--- src/rtl/rcs_pkg.sv ---
// Package for the ROM checksum engine: sequencer states, the select for the
// RAM write data, and the control word the sequencer sends to the datapath.
package rcs_pkg;

    typedef enum logic [3:0] {
        ST_IDLE,
        ST_CLR_LO,
        ST_CLR_HI,
        ST_RD_LO,
        ST_RD_HI,
        ST_ROM_RD,
        ST_ADD,
        ST_WR_LO,
        ST_WR_HI,
        ST_NEXT
    } rcs_state_e;

    typedef enum logic [1:0] {
        WD_ZERO,
        WD_LO,
        WD_HI
    } rcs_wsel_e;

    typedef struct packed {
        logic      clr_cnt;
        logic      inc_cnt;
        logic      cap_lo;
        logic      cap_hi;
        logic      cap_add;
        logic      latch_exp;
        logic      sel_hi;
        rcs_wsel_e wsel;
    } rcs_ctrl_t;

endpackage

--- src/rtl/rcs_table_counter.sv ---
// Table counter: holds the ROM address used for checksum reads. It is
// separate from any program counter.
// Assumes: clr and inc are never high together. inc wraps the counter
// naturally from all-ones back to zero.
module rcs_table_counter #(
    parameter int AW = 13
) (
    input  logic          clk,
    input  logic          rst_n,
    input  logic          clr_i,
    input  logic          inc_i,
    output logic [AW-1:0] cnt_o,
    output logic          last_o
);

    localparam logic [AW-1:0] CNT_MAX = {AW{1'b1}};

    logic [AW-1:0] cnt_q;

    // Purpose: clear at start, advance by one after each address.
    always_ff @(posedge clk) begin
        if (!rst_n) begin
            cnt_q <= '0;
        end else if (clr_i) begin
            cnt_q <= '0;
        end else if (inc_i) begin
            cnt_q <= cnt_q + 1'b1;
        end
    end

    assign cnt_o  = cnt_q;
    assign last_o = (cnt_q == CNT_MAX);

    // advancing from the last address returns the counter to zero
    a_r10_wrap_to_zero: assert property (@(posedge clk) disable iff (!rst_n)
        (inc_i && last_o) |=> (cnt_o == '0));

endmodule

--- src/rtl/rcs_sum_datapath.sv ---
// Sum datapath: captures the two partial-sum bytes that come back from RAM,
// adds the zero-extended ROM word modulo 2^SUM_W, selects the RAM write
// byte, and compares the held sum with the signature captured at start.
// Assumes: ROM_DW <= 2*RAM_DW, and read data is valid in the cycle after
// its strobe.
module rcs_sum_datapath
    import rcs_pkg::*;
#(
    parameter int ROM_DW = 14,
    parameter int RAM_DW = 8
) (
    input  logic                  clk,
    input  logic                  rst_n,
    input  rcs_ctrl_t             ctrl_i,
    input  logic [RAM_DW-1:0]     ram_rdata_i,
    input  logic [ROM_DW-1:0]     rom_data_i,
    input  logic [2*RAM_DW-1:0]   expect_sig_i,
    output logic [RAM_DW-1:0]     wdata_o,
    output logic                  sum_neq_o
);

    localparam int SUM_W = 2 * RAM_DW;
    localparam int PAD_W = SUM_W - ROM_DW;

    logic [RAM_DW-1:0] acc_lo_q;
    logic [RAM_DW-1:0] acc_hi_q;
    logic [SUM_W-1:0]  sum_q;
    logic [SUM_W-1:0]  exp_q;
    logic [SUM_W-1:0]  rom_ext;

    assign rom_ext = {{PAD_W{1'b0}}, rom_data_i};

    // Purpose: capture the partial-sum bytes as they return from RAM.
    always_ff @(posedge clk) begin
        if (!rst_n) begin
            acc_lo_q <= '0;
            acc_hi_q <= '0;
        end else begin
            if (ctrl_i.cap_lo) acc_lo_q <= ram_rdata_i;
            if (ctrl_i.cap_hi) acc_hi_q <= ram_rdata_i;
        end
    end

    // Purpose: form the new partial sum; the adder wraps modulo 2^SUM_W.
    always_ff @(posedge clk) begin
        if (!rst_n) begin
            sum_q <= '0;
        end else if (ctrl_i.clr_cnt) begin
            sum_q <= '0;
        end else if (ctrl_i.cap_add) begin
            sum_q <= {acc_hi_q, acc_lo_q} + rom_ext;
        end
    end

    // Purpose: hold the expected signature for the whole run.
    always_ff @(posedge clk) begin
        if (!rst_n) begin
            exp_q <= '0;
        end else if (ctrl_i.latch_exp) begin
            exp_q <= expect_sig_i;
        end
    end

    // Purpose: choose the byte written to RAM.
    always_comb begin
        case (ctrl_i.wsel)
            WD_LO:   wdata_o = sum_q[RAM_DW-1:0];
            WD_HI:   wdata_o = sum_q[SUM_W-1:RAM_DW];
            default: wdata_o = '0;
        endcase
    end

    assign sum_neq_o = (sum_q != exp_q);

    // the sum changes only on an add or on the clear at start
    a_r3_sum_only_on_add: assert property (@(posedge clk) disable iff (!rst_n)
        (!ctrl_i.cap_add && !ctrl_i.clr_cnt) |=> $stable(sum_q));

endmodule

--- src/rtl/rcs_seq_fsm.sv ---
// Sequencer: runs the clear step, then the seven-step read-add-write slot
// for each ROM address, and drives the memory strobes and result flags.
// Assumes: last_i is high while the table counter holds its final address.
module rcs_seq_fsm
    import rcs_pkg::*;
(
    input  logic       clk,
    input  logic       rst_n,
    input  logic       start_i,
    input  logic       last_i,
    input  logic       sum_neq_i,
    output rcs_state_e state_o,
    output rcs_ctrl_t  ctrl_o,
    output logic       rom_rd_o,
    output logic       ram_rd_o,
    output logic       ram_wr_o,
    output logic       busy_o,
    output logic       done_o,
    output logic       mismatch_o
);

    rcs_state_e state_q;
    rcs_state_e state_d;
    logic       done_q;
    logic       mism_q;
    logic       accept;

    assign accept = (state_q == ST_IDLE) && start_i;

    // Purpose: pick the next step of the sequence.
    always_comb begin
        state_d = state_q;
        case (state_q)
            ST_IDLE:   if (start_i) state_d = ST_CLR_LO;
            ST_CLR_LO: state_d = ST_CLR_HI;
            ST_CLR_HI: state_d = ST_RD_LO;
            ST_RD_LO:  state_d = ST_RD_HI;
            ST_RD_HI:  state_d = ST_ROM_RD;
            ST_ROM_RD: state_d = ST_ADD;
            ST_ADD:    state_d = ST_WR_LO;
            ST_WR_LO:  state_d = ST_WR_HI;
            ST_WR_HI:  state_d = ST_NEXT;
            ST_NEXT:   state_d = last_i ? ST_IDLE : ST_RD_LO;
            default:   state_d = ST_IDLE;
        endcase
    end

    // Purpose: state register.
    always_ff @(posedge clk) begin
        if (!rst_n) state_q <= ST_IDLE;
        else        state_q <= state_d;
    end

    // Purpose: decode the control word and the memory strobes from the state.
    always_comb begin
        ctrl_o           = '0;
        ctrl_o.wsel      = WD_ZERO;
        ctrl_o.clr_cnt   = accept;
        ctrl_o.latch_exp = accept;
        ctrl_o.inc_cnt   = (state_q == ST_NEXT);
        ctrl_o.cap_lo    = (state_q == ST_RD_HI);
        ctrl_o.cap_hi    = (state_q == ST_ROM_RD);
        ctrl_o.cap_add   = (state_q == ST_ADD);
        ctrl_o.sel_hi    = (state_q == ST_CLR_HI) || (state_q == ST_RD_HI)
                        || (state_q == ST_WR_HI);
        if (state_q == ST_WR_LO) ctrl_o.wsel = WD_LO;
        if (state_q == ST_WR_HI) ctrl_o.wsel = WD_HI;
        rom_rd_o = (state_q == ST_ROM_RD);
        ram_rd_o = (state_q == ST_RD_LO) || (state_q == ST_RD_HI);
        ram_wr_o = (state_q == ST_CLR_LO) || (state_q == ST_CLR_HI)
                || (state_q == ST_WR_LO) || (state_q == ST_WR_HI);
    end

    // Purpose: result flags, cleared on an accepted start and set at the end.
    always_ff @(posedge clk) begin
        if (!rst_n) begin
            done_q <= 1'b0;
            mism_q <= 1'b0;
        end else if (accept) begin
            done_q <= 1'b0;
            mism_q <= 1'b0;
        end else if ((state_q == ST_NEXT) && last_i) begin
            done_q <= 1'b1;
            mism_q <= sum_neq_i;
        end
    end

    assign state_o    = state_q;
    assign busy_o     = (state_q != ST_IDLE);
    assign done_o     = done_q;
    assign mismatch_o = mism_q;

    // reset leaves the engine idle with both flags low
    a_r1_reset_idle: assert property (@(posedge clk)
        !rst_n |=> (!busy_o && !done_o && !mismatch_o));

    // done and busy are never high together
    a_r6_done_not_busy: assert property (@(posedge clk) disable iff (!rst_n)
        done_o |-> !busy_o);

    // done is held until a start arrives
    a_r6_done_held: assert property (@(posedge clk) disable iff (!rst_n)
        (done_o && !start_i) |=> done_o);

    // mismatch is held while idle without a start
    a_r6_mismatch_held: assert property (@(posedge clk) disable iff (!rst_n)
        (!busy_o && !start_i) |=> $stable(mismatch_o));

    // a start during a run never restarts the clear step
    a_r7_start_ignored: assert property (@(posedge clk) disable iff (!rst_n)
        (busy_o && start_i) |=> (state_q != ST_CLR_LO));

    // an accepted start clears both flags
    a_r8_start_clears: assert property (@(posedge clk) disable iff (!rst_n)
        (start_i && !busy_o) |=> (!done_o && !mismatch_o));

endmodule

--- src/rtl/rom_csum_engine.sv ---
// ROM checksum engine, top level. It connects the table counter, the
// sequencer and the sum datapath, and maps the selected sum byte onto its
// RAM address.
// Assumes: the external ROM and RAM answer a read strobe with data on the
// next cycle, and SUM_BASE+1 fits in RAM_AW bits.
module rom_csum_engine
    import rcs_pkg::*;
#(
    parameter int ROM_AW   = 13,
    parameter int ROM_DW   = 14,
    parameter int RAM_AW   = 8,
    parameter int RAM_DW   = 8,
    parameter int SUM_BASE = 0
) (
    input  logic                clk,
    input  logic                rst_n,
    input  logic                start_i,
    input  logic [2*RAM_DW-1:0] expect_sig_i,
    output logic [ROM_AW-1:0]   rom_addr_o,
    output logic                rom_rd_o,
    input  logic [ROM_DW-1:0]   rom_data_i,
    output logic [RAM_AW-1:0]   ram_addr_o,
    output logic                ram_rd_o,
    output logic                ram_wr_o,
    output logic [RAM_DW-1:0]   ram_wdata_o,
    input  logic [RAM_DW-1:0]   ram_rdata_i,
    output logic                busy_o,
    output logic                done_o,
    output logic                mismatch_o
);

    localparam logic [RAM_AW-1:0] ADDR_LO = RAM_AW'(SUM_BASE);
    localparam logic [RAM_AW-1:0] ADDR_HI = RAM_AW'(SUM_BASE + 1);

    rcs_state_e state;
    rcs_ctrl_t  ctrl;
    logic       last;
    logic       sum_neq;

    rcs_table_counter #(.AW(ROM_AW)) u_tcnt (
        .clk    (clk),
        .rst_n  (rst_n),
        .clr_i  (ctrl.clr_cnt),
        .inc_i  (ctrl.inc_cnt),
        .cnt_o  (rom_addr_o),
        .last_o (last)
    );

    rcs_seq_fsm u_seq (
        .clk        (clk),
        .rst_n      (rst_n),
        .start_i    (start_i),
        .last_i     (last),
        .sum_neq_i  (sum_neq),
        .state_o    (state),
        .ctrl_o     (ctrl),
        .rom_rd_o   (rom_rd_o),
        .ram_rd_o   (ram_rd_o),
        .ram_wr_o   (ram_wr_o),
        .busy_o     (busy_o),
        .done_o     (done_o),
        .mismatch_o (mismatch_o)
    );

    rcs_sum_datapath #(.ROM_DW(ROM_DW), .RAM_DW(RAM_DW)) u_dp (
        .clk          (clk),
        .rst_n        (rst_n),
        .ctrl_i       (ctrl),
        .ram_rdata_i  (ram_rdata_i),
        .rom_data_i   (rom_data_i),
        .expect_sig_i (expect_sig_i),
        .wdata_o      (ram_wdata_o),
        .sum_neq_o    (sum_neq)
    );

    // Purpose: map the byte select onto its RAM address.
    always_comb begin
        ram_addr_o = ctrl.sel_hi ? ADDR_HI : ADDR_LO;
    end

    // the ROM address is held while the read data returns
    a_r2_addr_held: assert property (@(posedge clk) disable iff (!rst_n)
        rom_rd_o |=> $stable(rom_addr_o));

    // every ROM read directly follows a RAM read
    a_r4_rom_after_ram: assert property (@(posedge clk) disable iff (!rst_n)
        rom_rd_o |-> $past(ram_rd_o));

    // the first busy cycle writes a zero
    a_r5_clear_first: assert property (@(posedge clk) disable iff (!rst_n)
        $rose(busy_o) |-> (ram_wr_o && (ram_wdata_o == '0) && (ram_addr_o == ADDR_LO)));

    // RAM read and write never share a cycle
    a_r9_no_rw_overlap: assert property (@(posedge clk) disable iff (!rst_n)
        !(ram_rd_o && ram_wr_o));

    // writes land only on the two sum bytes
    a_r9_write_window: assert property (@(posedge clk) disable iff (!rst_n)
        ram_wr_o |-> ((ram_addr_o == ADDR_LO) || (ram_addr_o == ADDR_HI)));

    // each run starts reading at ROM address zero
    a_r10_run_from_zero: assert property (@(posedge clk) disable iff (!rst_n)
        $rose(busy_o) |-> (rom_addr_o == '0));

endmodule

--- config.mk ---
export PLATFORM = sky130hd
export DESIGN_NAME = rom_csum_engine
export DESIGN_NICKNAME = d
export VERILOG_FILES = /design/src/rtl/rcs_pkg.sv /design/src/rtl/rcs_table_counter.sv /design/src/rtl/rcs_sum_datapath.sv /design/src/rtl/rcs_seq_fsm.sv /design/src/rtl/rom_csum_engine.sv
export SDC_FILE = /design/constraint.sdc
export NUM_CORES = 1
export LEC_CHECK = 0
export BUFFER_PORTS_ARGS = -buffer_cell sky130_fd_sc_hd__buf_2
export CAP_MARGIN = 15
export CORE_ASPECT_RATIO = 1.4
export CORE_MARGIN = 5
export CORE_UTILIZATION = 23
export CTS_CLUSTER_SIZE = 12
export DETAILED_ROUTE_END_ITERATION = 7
export PLACE_DENSITY = 0.43
export SLEW_MARGIN = 20
export SYNTH_ARGS = -nofsm -noshare
export SYNTH_HDL_FRONTEND = slang
export SYNTH_SLANG_ARGS = --single-unit
--- constraint.sdc ---
create_clock -name clk -period 4.28 [get_ports clk]
set_clock_uncertainty 0.1 [all_clocks]
set_input_delay 0.428 -clock clk [delete_from_list [all_inputs] [get_ports clk]]
set_output_delay 0.428 -clock clk [all_outputs]
set_load 0.005 [all_outputs]
==> metrics.txt, run 1 <==
static power due to leakage=1.78 nW; Avg WL per Cell=14.7 um; worst rel slew slack=0.361; global-route congestion overflow total=0; CP Capture Type=output pin; crit path buf inv count=1; TritonCTS clock tree=done; cells after synthesis=452; height of the chip=160 um; routed length on met3=627 um; Setup Viol. Count Final=0; core outline area=16000 um^2; largest driver fanout on the critical path=11; largest area contributor in the synthesized netlist=sky130_fd_sc_hd__dfxtp_1; number of antenna violations at the first check in global routing=0; delay of the slowest critical-path stage=0.55 ns; cell area after layout=4510 um^2; placed inst area=4190 um^2; via count of the first global-routing pass=3192; final cell count without fillers=715; cts bufs inserted=9; top metal layer carrying routed signals=met4; CTS sink count=67; count of unique library cells instantiated by Yosys=52; Primary FF master, synth=sky130_fd_sc_hd__dfxtp_1; pin count of the biggest net entering global routing=38; async set or reset register ratio after synthesis=0; number of detailed-route iterations in the first pass=4; IR drop worst, VDD=0.000183 V; critical path data arrival time=2.19 ns; Setup Total Neg Slack=0 ns; hold_buf cts=0; clk buf depth=2; number of max-capacitance violations reported=0; first-pass GRT wire length=16900 um; cell area after technology mapping=3710 um^2; final antenna-violating net count=0; FF+latch count, synth=67; filler cell count=1722; dominant cell type by count on the critical path=sky130_fd_sc_hd__nor2_1; Max Fclk=367 MHz; area added between synthesis and finish=21.4%; Hold Crit Class=in2reg; number of setup buffers added after CTS=0; count of input and output buffers=68; power density over the cells=370 nW/um^2; later-pin clock latency in the skew report=0.33 ns; H-tree levels=3; actual transition at the worst max-transition pin=0.951 ns; number of remaining DRC errors=0; required time of the worst setup path=3.75 ns; number of DRC markers after the initial detailed-route iteration=138; DP Cell Count=699; root buffer cell=sky130_fd_sc_hd__clkbuf_16; CP Class=reg2out; Slew Limit Fails=0; number of hold violations in the final report=0; layout cells sized above 1=0.184; met2 wire length=5060 um; placer congestion estimate=0.883; detailed placer's ending HPWL=8320 um; proportion of netlist area held by the largest area contributor=0.361; post-synthesis area per instance=8.22 um^2; result of the run=finished clean; highest-delay cell along the critical path=sky130_fd_sc_hd__nor2_1; via total after detailed routing=3265; Resized cells post-CTS=0; RSZ-0062 raised after global routing=false; number of warnings issued by yosys=0; routed wire length=10500 um; final worst path period share=0.636; Routed met1 length=4660 um; number of enable-type register cells in the synthesized netlist=0; floorplan row count=55; count of boundary I/O pins=76; post-detailed-route via-to-cell ratio=4.57; Die ar.=18800 um^2; initial cell density of the core=0.232; n_diodes=0; clock-pin transition on the worst setup and hold timing paths=0.06 ns; top cells by area in the synthesized netlist=sky130_fd_sc_hd__dfxtp_1 36%, sky130_fd_sc_hd__nand2_1 8.8%, sky130_fd_sc_hd__xnor2_1 5.7%, sky130_fd_sc_hd__ha_1 5.1%, sky130_fd_sc_hd__a21boi_0 4.9%; Min Clock Period, post-route=2.72 ns; overall track demand over capacity in global routing=0.110; Final nets=568; launching element type of the critical path=register; die extent in x=117 um; CP Cell Sequence=nor2_1, nand2_1, nor2_1, a22o_1, buf_2; family with the most delay on the worst path=simple AND/OR/NAND/NOR gates; post-synthesis sequential area ratio=0.361
## final timing paths
kind	from	to	slack (ns)	cells past startpoint
max	u_seq.state_o[1]	ram_wdata_o[4]	1.56	5
min	expect_sig_i[10]	u_dp.exp_q[10]	0.26	3
max reg2reg	u_seq.state_o[0]	u_dp.sum_q[11]	1.70	7
min reg2reg	u_dp.acc_lo_q[5]	u_dp.acc_lo_q[5]	0.37	2
## metal layers
| layer | GRT usage | vias up |
|---|---|---|
| li1 | - | 1684 |
| met1 | 0.134 | 1479 |
| met2 | 0.185 | 89 |
| met3 | 0.0306 | 13 |
| met4 | 0.0396 | 0 |
| met5 | 0 | - |
## metrics by stage
| step | setup slack [ns] | hold slack, ns | power, W | utilization |
|---|---|---|---|---|
| after global routing | 1.28 | 0.249 | 0.00175 | 0.281 |
| after floorplan | 2.00 | 0.347 | 0.000828 | - |
| after global placement | 1.68 | 0.367 | 0.000891 | 0.261 |
| after detailed placement | 1.64 | 0.369 | 0.000894 | 0.261 |
| after CTS | 1.54 | 0.245 | 0.00170 | 0.281 |
| final | 1.56 | 0.255 | 0.00167 | 0.281 |
## synthesized netlist by cell type (all sizes together) (2+ instances only)
| library cell | number |
|---|---|
| xor2 | 10 |
| nand2b | 6 |
| nor3 | 7 |
| mux2i | 11 |
| and4 | 2 |
| ha | 15 |
| buf | 16 |
| nor2b | 10 |
| a22o | 8 |
| o21bai | 2 |
| nor4 | 5 |
| and3 | 8 |
| nor3b | 3 |
| inv | 6 |
| o211ai | 5 |
| a41oi | 3 |
| dfxtp | 67 |
| and2 | 3 |
| or3 | 5 |
| o21ai | 15 |
| a31oi | 3 |
| o22ai | 4 |
| o21a | 4 |
| nand2 | 87 |
| xnor2 | 24 |
| nand4 | 5 |
| a21boi | 24 |
| a211oi | 3 |
| a21o | 2 |
| a21oi | 29 |
| nand3 | 11 |
| nor2 | 29 |
| clkbuf | 12 |
## final cells by class
cell class | instances | area, um^2 | area share
clock buffer | 9 | 225 | 0.0500
clock inverter | 7 | 92.6 | 0.0205
inverter | 6 | 22.5 | 0.00500
multi-input combinational | 357 | 2220 | 0.493
sequential | 67 | 1340 | 0.298
tap | 199 | 249 | 0.0552
timing repair buffer | 70 | 355 | 0.0788
## cells in the final DEF, fill, tap and decap left out, types with 5 or more instances in the layout
| cell | count |
|---|---|
| sky130_fd_sc_hd__o21ai_0 | 15 |
| sky130_fd_sc_hd__mux2i_1 | 11 |
| sky130_fd_sc_hd__nor2_1 | 28 |
| sky130_fd_sc_hd__ha_1 | 15 |
| sky130_fd_sc_hd__xor2_1 | 10 |
| sky130_fd_sc_hd__nand2b_1 | 5 |
| sky130_fd_sc_hd__o211ai_1 | 5 |
| sky130_fd_sc_hd__a21boi_0 | 24 |
| sky130_fd_sc_hd__nor3_1 | 7 |
| sky130_fd_sc_hd__clkbuf_16 | 9 |
| sky130_fd_sc_hd__xnor2_1 | 24 |
| sky130_fd_sc_hd__and3_1 | 7 |
| sky130_fd_sc_hd__nand4_1 | 5 |
| sky130_fd_sc_hd__nor2b_1 | 10 |
| sky130_fd_sc_hd__nand3_1 | 10 |
| sky130_fd_sc_hd__nand2_1 | 87 |
| sky130_fd_sc_hd__conb_1 | 7 |
| sky130_fd_sc_hd__buf_2 | 68 |
| sky130_fd_sc_hd__a22o_1 | 8 |
| sky130_fd_sc_hd__a21oi_1 | 28 |
| sky130_fd_sc_hd__inv_1 | 6 |
| sky130_fd_sc_hd__or3_1 | 5 |
| sky130_fd_sc_hd__dfxtp_1 | 67 |
## state kept, by name, indices dropped and copies added, names as in the netlist
name	count
u_dp.exp_q	16
u_dp.acc_hi_q	8
u_dp.acc_lo_q	8
u_seq.mismatch_o	1
u_dp.sum_q	16
u_tcnt.cnt_o	13
u_seq.state_o	4
u_seq.done_o	1
## cells by family (layout without fill, tap and decap cells)
kind of cell	Yosys count	count (layout)	share of synthesized area
and+or+nand+nor	182	182	0.232
AOI/OAI and AO/OA	107	107	0.194
DFF	67	67	0.361
xor gates and xnor gates	34	34	0.0802
buffers and inverters	34	92	0.0468
adders and majority gates	16	16	0.0559
muxes	11	11	0.0296
other	1	7	0.00101
## power by group
group,internal [W],switching (W)
Clock,0.000509,0.000284
Sequential,0.000647,0.0000264
Combinational,0.0000826,0.000121
Total,0.00124,0.000431
## worst register-to-register path, delay by kind of cell (launching register included)
kind                   cells  cell delay [ns]
buffers and inverters      1             0.33
AOI/OAI and AO/OA          1             0.16
DFF                        1             0.43
and+or+nand+nor            5             1.44
(Power assumes the default switching activity.)
==> inputs of run 2 (changes only) <==
Settings changed: ABC_AREA from default to 1, PLACE_DENSITY 0.43 to 0.44.
Clock period 4.28 ns to 2.4 ns, I/O delays scaled along.
==> run 2 against run 1 <==
  * Sequential power grew 96%
  * Critical path depth is the same
  * Die area grew 4.8%
  * Largest power group unchanged
==> metrics.txt, run 2 <==
post-synthesis sequential area ratio=0.343 (-0.0179); area fraction in and, or, nand and nor cells after synthesis=0.320 (+0.0884); launching element type of the critical path=register; routed wire length=11600 um (+11%); detailed placer's ending HPWL=9370 um (+13%); first-pass GRT wire length=19000 um (+12%); area added between synthesis and finish=21.2%; Final nets=721 (+27%); height of the chip=164 um (+2.4%); pin count of the biggest net entering global routing=20 (-47%); later-pin clock latency in the skew report=0.33 ns (about the same); mux share of post-synthesis cell area=0 (-0.0296); CP Class=reg2out; worst rel slew slack=0.656 (+0.295); n_diodes=0 (unchanged); Die ar.=19700 um^2 (+4.8%); Setup Viol. Count Final=0 (unchanged); global-route congestion overflow total=0 (unchanged); largest driver fanout on the critical path=7 (-4); layout cells sized above 1=0.166 (-0.0182); cell area after technology mapping=3910 um^2 (+5.2%); number of detailed-route iterations in the first pass=4 (unchanged); post-detailed-route via-to-cell ratio=4.22 (-7.6%); overall track demand over capacity in global routing=0.123 (+0.0125); cell types with the highest counts after synthesis=142 x sky130_fd_sc_hd__nand2_1, 90 x sky130_fd_sc_hd__inv_1, 67 x sky130_fd_sc_hd__dfxtp_1; TritonCTS clock tree=done; number of enable-type register cells in the synthesized netlist=0 (unchanged); Avg WL per Cell=13.3 um (-9.3%); power density over the cells=779 nW/um^2 (+110%); Setup Total Neg Slack=0 ns (unchanged); final worst path period share=0.902; number of remaining DRC errors=0 (unchanged); leading cell type in the layout, fill and taps excluded=sky130_fd_sc_hd__nand2_1; post-synthesis area per instance=6.60 um^2 (-20%); floorplan row count=56 (+1.8%); count of unique library cells instantiated by Yosys=35 (-33%); number of max-capacitance violations reported=0 (unchanged); initial cell density of the core=0.233 (+0.00173); Resized cells post-CTS=0 (unchanged); placer congestion estimate=0.794 (-10%); number of antenna violations at the first check in global routing=0 (unchanged); async set or reset register ratio after synthesis=0 (unchanged); via total after detailed routing=3678 (+13%); Slew Limit Fails=0 (unchanged); hold_buf cts=0 (unchanged); top cells by area in the synthesized netlist=sky130_fd_sc_hd__dfxtp_1 34%, sky130_fd_sc_hd__nand2_1 14%, sky130_fd_sc_hd__inv_1 8.6%, sky130_fd_sc_hd__nor2_1 6.3%, sky130_fd_sc_hd__a21oi_1 6.0%; CP Capture Type=output pin; cell with the most instances after synthesis=sky130_fd_sc_hd__nand2_1; die extent in x=120 um (+2.4%); Min Clock Period, post-route=2.17 ns; clk buf depth=2 (unchanged); via count of the first global-routing pass=3682 (+15%); proportion of netlist area held by the largest area contributor=0.343 (-0.0179); post-synthesis share of cell area spent on xor and xnor gates=0.0381 (-0.0421); Max Fclk=462 MHz; number of DRC markers after the initial detailed-route iteration=134 (-2.9%); clock-pin transition on the worst setup and hold timing paths=0.06 ns (about the same); static power due to leakage=2.37 nW (+33%); core outline area=16700 um^2 (+4.4%); dominant combinational cell family by area after synthesis=simple AND/OR/NAND/NOR gates; IR drop worst, VDD=0.000306 V (+67%); number of setup buffers added after CTS=0 (unchanged); largest area contributor in the synthesized netlist=sky130_fd_sc_hd__dfxtp_1; count of boundary I/O pins=76 (unchanged); root buffer cell=sky130_fd_sc_hd__clkbuf_16; Primary FF master, synth=sky130_fd_sc_hd__dfxtp_1; Fin Hold WS=0.0455 ns (-0.210 ns); required time of the worst setup path=2.06 ns (-1.69 ns); result of the run=finished clean; CTS sink count=67 (unchanged); count of input and output buffers=68 (unchanged); final antenna-violating net count=0 (unchanged); actual transition at the worst max-transition pin=0.515 ns (-0.436 ns); critical path data arrival time=1.83 ns (-0.36 ns); adder and majority gate portion of the synthesized area=0.0531 (-0.00277); complex-gate fraction of the synthesized area=0.119 (-0.0743); number of hold violations in the final report=0 (unchanged); most frequent cells in the layout=142 x sky130_fd_sc_hd__nand2_1, 90 x sky130_fd_sc_hd__inv_1, 68 x sky130_fd_sc_hd__buf_2; number of warnings issued by yosys=0 (unchanged); RSZ-0062 raised after global routing=false; Hold Crit Class=in2reg; FF+latch count, synth=67 (unchanged); H-tree levels=3 (unchanged); cells after synthesis=592 (+31%); cts bufs inserted=9 (unchanged)
run 2: cell types whose count changed after synthesis, moves of 8 or more:
| cell | previous run | this run |
|---|---|---|
| sky130_fd_sc_hd__inv_1 | 6 | 90 |
| sky130_fd_sc_hd__a21boi_0 | 24 | 0 |
| sky130_fd_sc_hd__xnor2_1 | 24 | 12 |
| sky130_fd_sc_hd__mux2i_1 | 11 | 0 |
| sky130_fd_sc_hd__o21ai_0 | 15 | 31 |
| sky130_fd_sc_hd__a22o_1 | 8 | 0 |
| sky130_fd_sc_hd__nand3_1 | 10 | 45 |
| sky130_fd_sc_hd__nor2_1 | 28 | 66 |
| sky130_fd_sc_hd__a21oi_1 | 28 | 47 |
| sky130_fd_sc_hd__nand2_1 | 87 | 142 |
| sky130_fd_sc_hd__clkbuf_1 | 12 | 3 |
| sky130_fd_sc_hd__nor2b_1 | 10 | 0 |
run 2: critical path, stage by stage, from the launching register on:
cell                      delay, ns
sky130_fd_sc_hd__dfxtp_1       0.49
sky130_fd_sc_hd__nand2_1       0.09
sky130_fd_sc_hd__nor2_1        0.41
sky130_fd_sc_hd__nand2_1       0.14
sky130_fd_sc_hd__o21ai_0       0.18
sky130_fd_sc_hd__buf_2         0.18
run 2: worst paths after layout:
check	startpoint	to	slack (ns)	cells after the start
max reg2reg	u_dp.acc_lo_q[0]	u_dp.sum_q[14]	0.57	12
min reg2reg	u_dp.exp_q[1]	u_dp.exp_q[1]	0.37	2
min	ram_rdata_i[1]	u_dp.acc_hi_q[1]	0.05	3
max	u_seq.state_o[0]	ram_wdata_o[0]	0.23	5
run 2: final cells by class:
type / instances / area [um^2]
fillers: 1895 / 12000
multi-input cells: 416 / 2100
flip-flops and latches: 67 / 1340
repair buffers: 74 / 385
inverters: 96 / 360
well taps: 203 / 254
clock buffers: 12 / 246
clock inverters: 4 / 50.0
run 2: cell families after synthesis:
family | count (synthesis)
and+or+nand+nor | 288
adders and majority gates | 16
buffers and inverters | 115
AOI/OAI and AO/OA | 88
DFF | 67
other | 1
xor gates and xnor gates | 17
run 2: report_power, final:
| part | leakage (nW) | total [W] | switching (W) | internal (W) |
|---|---|---|---|---|
| registers | 0.543 | 0.00132 | 0.0000941 | 0.00123 |
| logic | 1.69 | 0.00102 | 0.000644 | 0.000378 |
| clock network | 0.139 | 0.00135 | 0.000515 | 0.000832 |
| total | 2.37 | 0.00369 | 0.00125 | 0.00244 |
run 2: through the flow:
step | std cells | worst slack (ns) | cell area [um^2] | total power [W] | util
6_report | 872 | 0.234 | 4740 | 0.00369 | 0.283
5_1_grt | 872 | 0.0225 | 4740 | 0.00397 | 0.283
4_1_cts | 872 | 0.202 | 4740 | 0.00377 | 0.283
3_5_place_dp | 856 | 0.494 | 4440 | 0.00239 | 0.265
3_3_place_gp | 856 | 0.509 | 4440 | 0.00240 | 0.265
2_1_floorplan | 598 | 0.695 | 3930 | 0.00209 | -
run 2: layer usage:
layer,routed length [um],share of wire,global-route usage,vias up
li1,-,-,-,1999
met1,5510,0.47,0.155,1597
met2,5490,0.47,0.207,68
met3,414,0.036,0.0207,14
met4,211,0.018,0.0500,0
met5,0,0,0,-
==> inputs of run 3 (changes only) <==
Settings changed: CAP_MARGIN 15 to default, CTS_BUF_LIST from default to sky130_fd_sc_hd__clkbuf_8.
==> run 3 against run 2 <==
  * Register-to-register slack is essentially flat
  * Core utilization shrank 0.50 points
  * Critical endpoint unchanged
  * Routed wire length grew 0.58%
  * Critical path depth is the same
  * Sequential power barely moved
  * Worst setup slack better by 0.020 ns
  * Clock power down 27%
  * Fmax increased by 0.95%
  * Combinational power about the same
  * Cell count is 0.11% higher
  * Critical path type unchanged
==> metrics.txt, run 3 (same netlist as run 2, synthesis figures left out) <==
result of the run=finished clean; Die ar.=19700 um^2 (unchanged); highest-delay cell along the critical path=sky130_fd_sc_hd__o21ai_0; floorplan row count=56 (unchanged); sequential share of power=0.397 (+0.038); setup slack of the most critical reg-to-reg path=0.57 ns (about the same); IR drop worst, VDD=0.000278 V (-9.1%); via count of the first global-routing pass=3673 (-0.24%); core outline area=16700 um^2 (unchanged); delay of the slowest critical-path stage=0.37 ns (-0.12 ns); global-route congestion overflow total=0 (unchanged); post-detailed-route via-to-cell ratio=4.24 (+0.48%); Int Power=0.00211 W (-14%); number of detailed-route iterations in the first pass=4 (unchanged); Setup Total Neg Slack=0 ns (unchanged); pre-CTS WS=0.494 ns (unchanged); power share of the clock group=0.294 (-0.071); CP Cell Sequence=inv_1, nor2_1, nand2_1, o21ai_0, buf_2; share of total power in combinational logic=0.309 (+0.032); H-tree levels=3 (unchanged); pin count of the biggest net entering global routing=20 (unchanged); final worst setup slack=0.255 ns (+0.0205 ns); layout cells sized above 1=0.169 (+0.00274); switching portion of total power=0.367 (+0.0276); WHS Endpoint=u_dp.acc_lo_q[2]; power density over the cells=716 nW/um^2 (-8.2%); later-pin clock latency in the skew report=0.36 ns (+0.03 ns); largest driver fanout on the critical path=9 (+2); height of the chip=164 um (unchanged); placer congestion estimate=0.794 (unchanged); CTS sink count=67 (unchanged); routed wire length=11700 um (+0.58%); via total after detailed routing=3700 (+0.60%); number of antenna violations at the first check in global routing=0 (unchanged); area added between synthesis and finish=19.1%; clk buf depth=2 (unchanged); Max Fclk=466 MHz (+0.95%); CP Class=reg2out; most frequent cells in the layout=142 x sky130_fd_sc_hd__nand2_1, 92 x sky130_fd_sc_hd__inv_1, 68 x sky130_fd_sc_hd__buf_2; number of remaining DRC errors=0 (unchanged); launching element type of the critical path=register; cell depth of the worst hold path=3 (unchanged); Final nets=722 (+0.14%); switching component of the power=0.00122 W (-2.5%); actual transition at the worst max-transition pin=0.513 ns (-0.00252 ns); final core utilization=0.278 (-0.00501); filler cell count=1906 (+0.58%); root buffer cell=sky130_fd_sc_hd__clkbuf_8; final worst path period share=0.894 (-0.00853); first-pass GRT wire length=19000 um (+0.26%); Setup Viol. Count Final=0 (unchanged); count of boundary I/O pins=76 (unchanged); count of input and output buffers=68 (unchanged); number of DRC markers after the initial detailed-route iteration=108 (-19%); number of max-capacitance violations reported=0 (unchanged); detailed placer's ending HPWL=9370 um (unchanged); clock-pin transition on the worst setup and hold timing paths=0.08 ns (+0.02 ns); critical path data arrival time=1.81 ns (-0.02 ns); Hold Crit Class=in2reg; reg-to-reg critical path startpoint=u_dp.acc_lo_q[0]; cts bufs inserted=9 (unchanged); Slew Limit Fails=0 (unchanged); TritonCTS clock tree=done; worst rel slew slack=0.658 (+0.00168); n_diodes=0 (unchanged); leading cell type in the layout, fill and taps excluded=sky130_fd_sc_hd__nand2_1; number of hold violations in the final report=0 (unchanged); endpoint of the worst register-to-register path=u_dp.sum_q[14]; initial cell density of the core=0.233 (unchanged); required time of the worst setup path=2.06 ns (about the same); RSZ-0062 raised after global routing=false; static power due to leakage=2.34 nW (-1.4%); CP Capture Type=output pin; final antenna-violating net count=0 (unchanged); Avg WL per Cell=13.4 um (+0.46%); hold wc startpoint=ram_rdata_i[2]; die extent in x=120 um (unchanged); Register-to-Register Path Depth=12 (unchanged); overall track demand over capacity in global routing=0.124 (+0.00123); Min Clock Period, post-route=2.15 ns (-0.0205 ns)
-- run 3: worst max path at each step --
stage,startpoint,endpoint,slack (ns)
after CTS,u_seq.state_o[0],ram_addr_o[0],0.16
after detailed placement,rom_data_i[0],u_dp.sum_q[14],0.49
after floorplan,u_dp.acc_lo_q[0],u_dp.sum_q[8],0.70
after global placement,rom_data_i[0],u_dp.sum_q[8],0.51
after global routing,u_seq.state_o[3],ram_wdata_o[0],0.09
final,u_seq.state_o[3],ram_wdata_o[0],0.25
-- run 3: repair_timing --
item                                   4_1_cts  5_1_grt
hold buffers                                 1        0
endpoints found under the hold margin        1        0
setup buffers                                0        0
gates resized for setup                      0        2
setup endpoints to repair                    0        2
-- run 3: power by group through the flow --
stage | sequential [W] | combinational [W] | clock, W
6_report | 0.00132 | 0.00103 | 0.000980
3_5_place_dp | 0.00135 | 0.00105 | 0
3_3_place_gp | 0.00135 | 0.00105 | 0
2_1_floorplan | 0.00132 | 0.000765 | 0
5_1_grt | 0.00134 | 0.00119 | 0.00107
4_1_cts | 0.00132 | 0.00105 | 0.00102
-- run 3: layout make-up --
class | count | area [um^2] | area share
multi-input combinational | 416 | 2110 | 0.453
clock inverter | 6 | 57.6 | 0.0124
sequential | 67 | 1340 | 0.288
inverter | 96 | 360 | 0.0774
clock buffer | 10 | 138 | 0.0296
timing repair buffer | 75 | 395 | 0.0849
tap | 203 | 254 | 0.0546
-- run 3: worst max-delay path, delay by kind of cell (launching register included) --
kind                   cells  cell delay (ns)
buffers and inverters      2             0.25
and+or+nand+nor            2             0.47
AOI/OAI and AO/OA          1             0.37
DFF                        1             0.36
-- run 3: metal layers --
| layer | global-route usage | vias up | wire length, um |
|---|---|---|---|
| met5 | 0 | - | 0 |
| met4 | 0.0547 | 0 | 257 |
| met3 | 0.0227 | 15 | 479 |
| met2 | 0.207 | 81 | 5520 |
| met1 | 0.155 | 1609 | 5440 |
| li1 | - | 1995 | - |
-- run 3: per-stage QoR --
| stage | hold slack [ns] | area (um^2) | instances | total power, W |
|---|---|---|---|---|
| floorplan | 0.275 | 3930 | 598 | 0.00209 |
| global placement | 0.357 | 4440 | 856 | 0.00240 |
| detailed placement | 0.364 | 4440 | 856 | 0.00239 |
| CTS | 0.000853 | 4650 | 873 | 0.00340 |
| global route | 0.0193 | 4650 | 873 | 0.00360 |
| finish | 0.0231 | 4650 | 873 | 0.00333 |
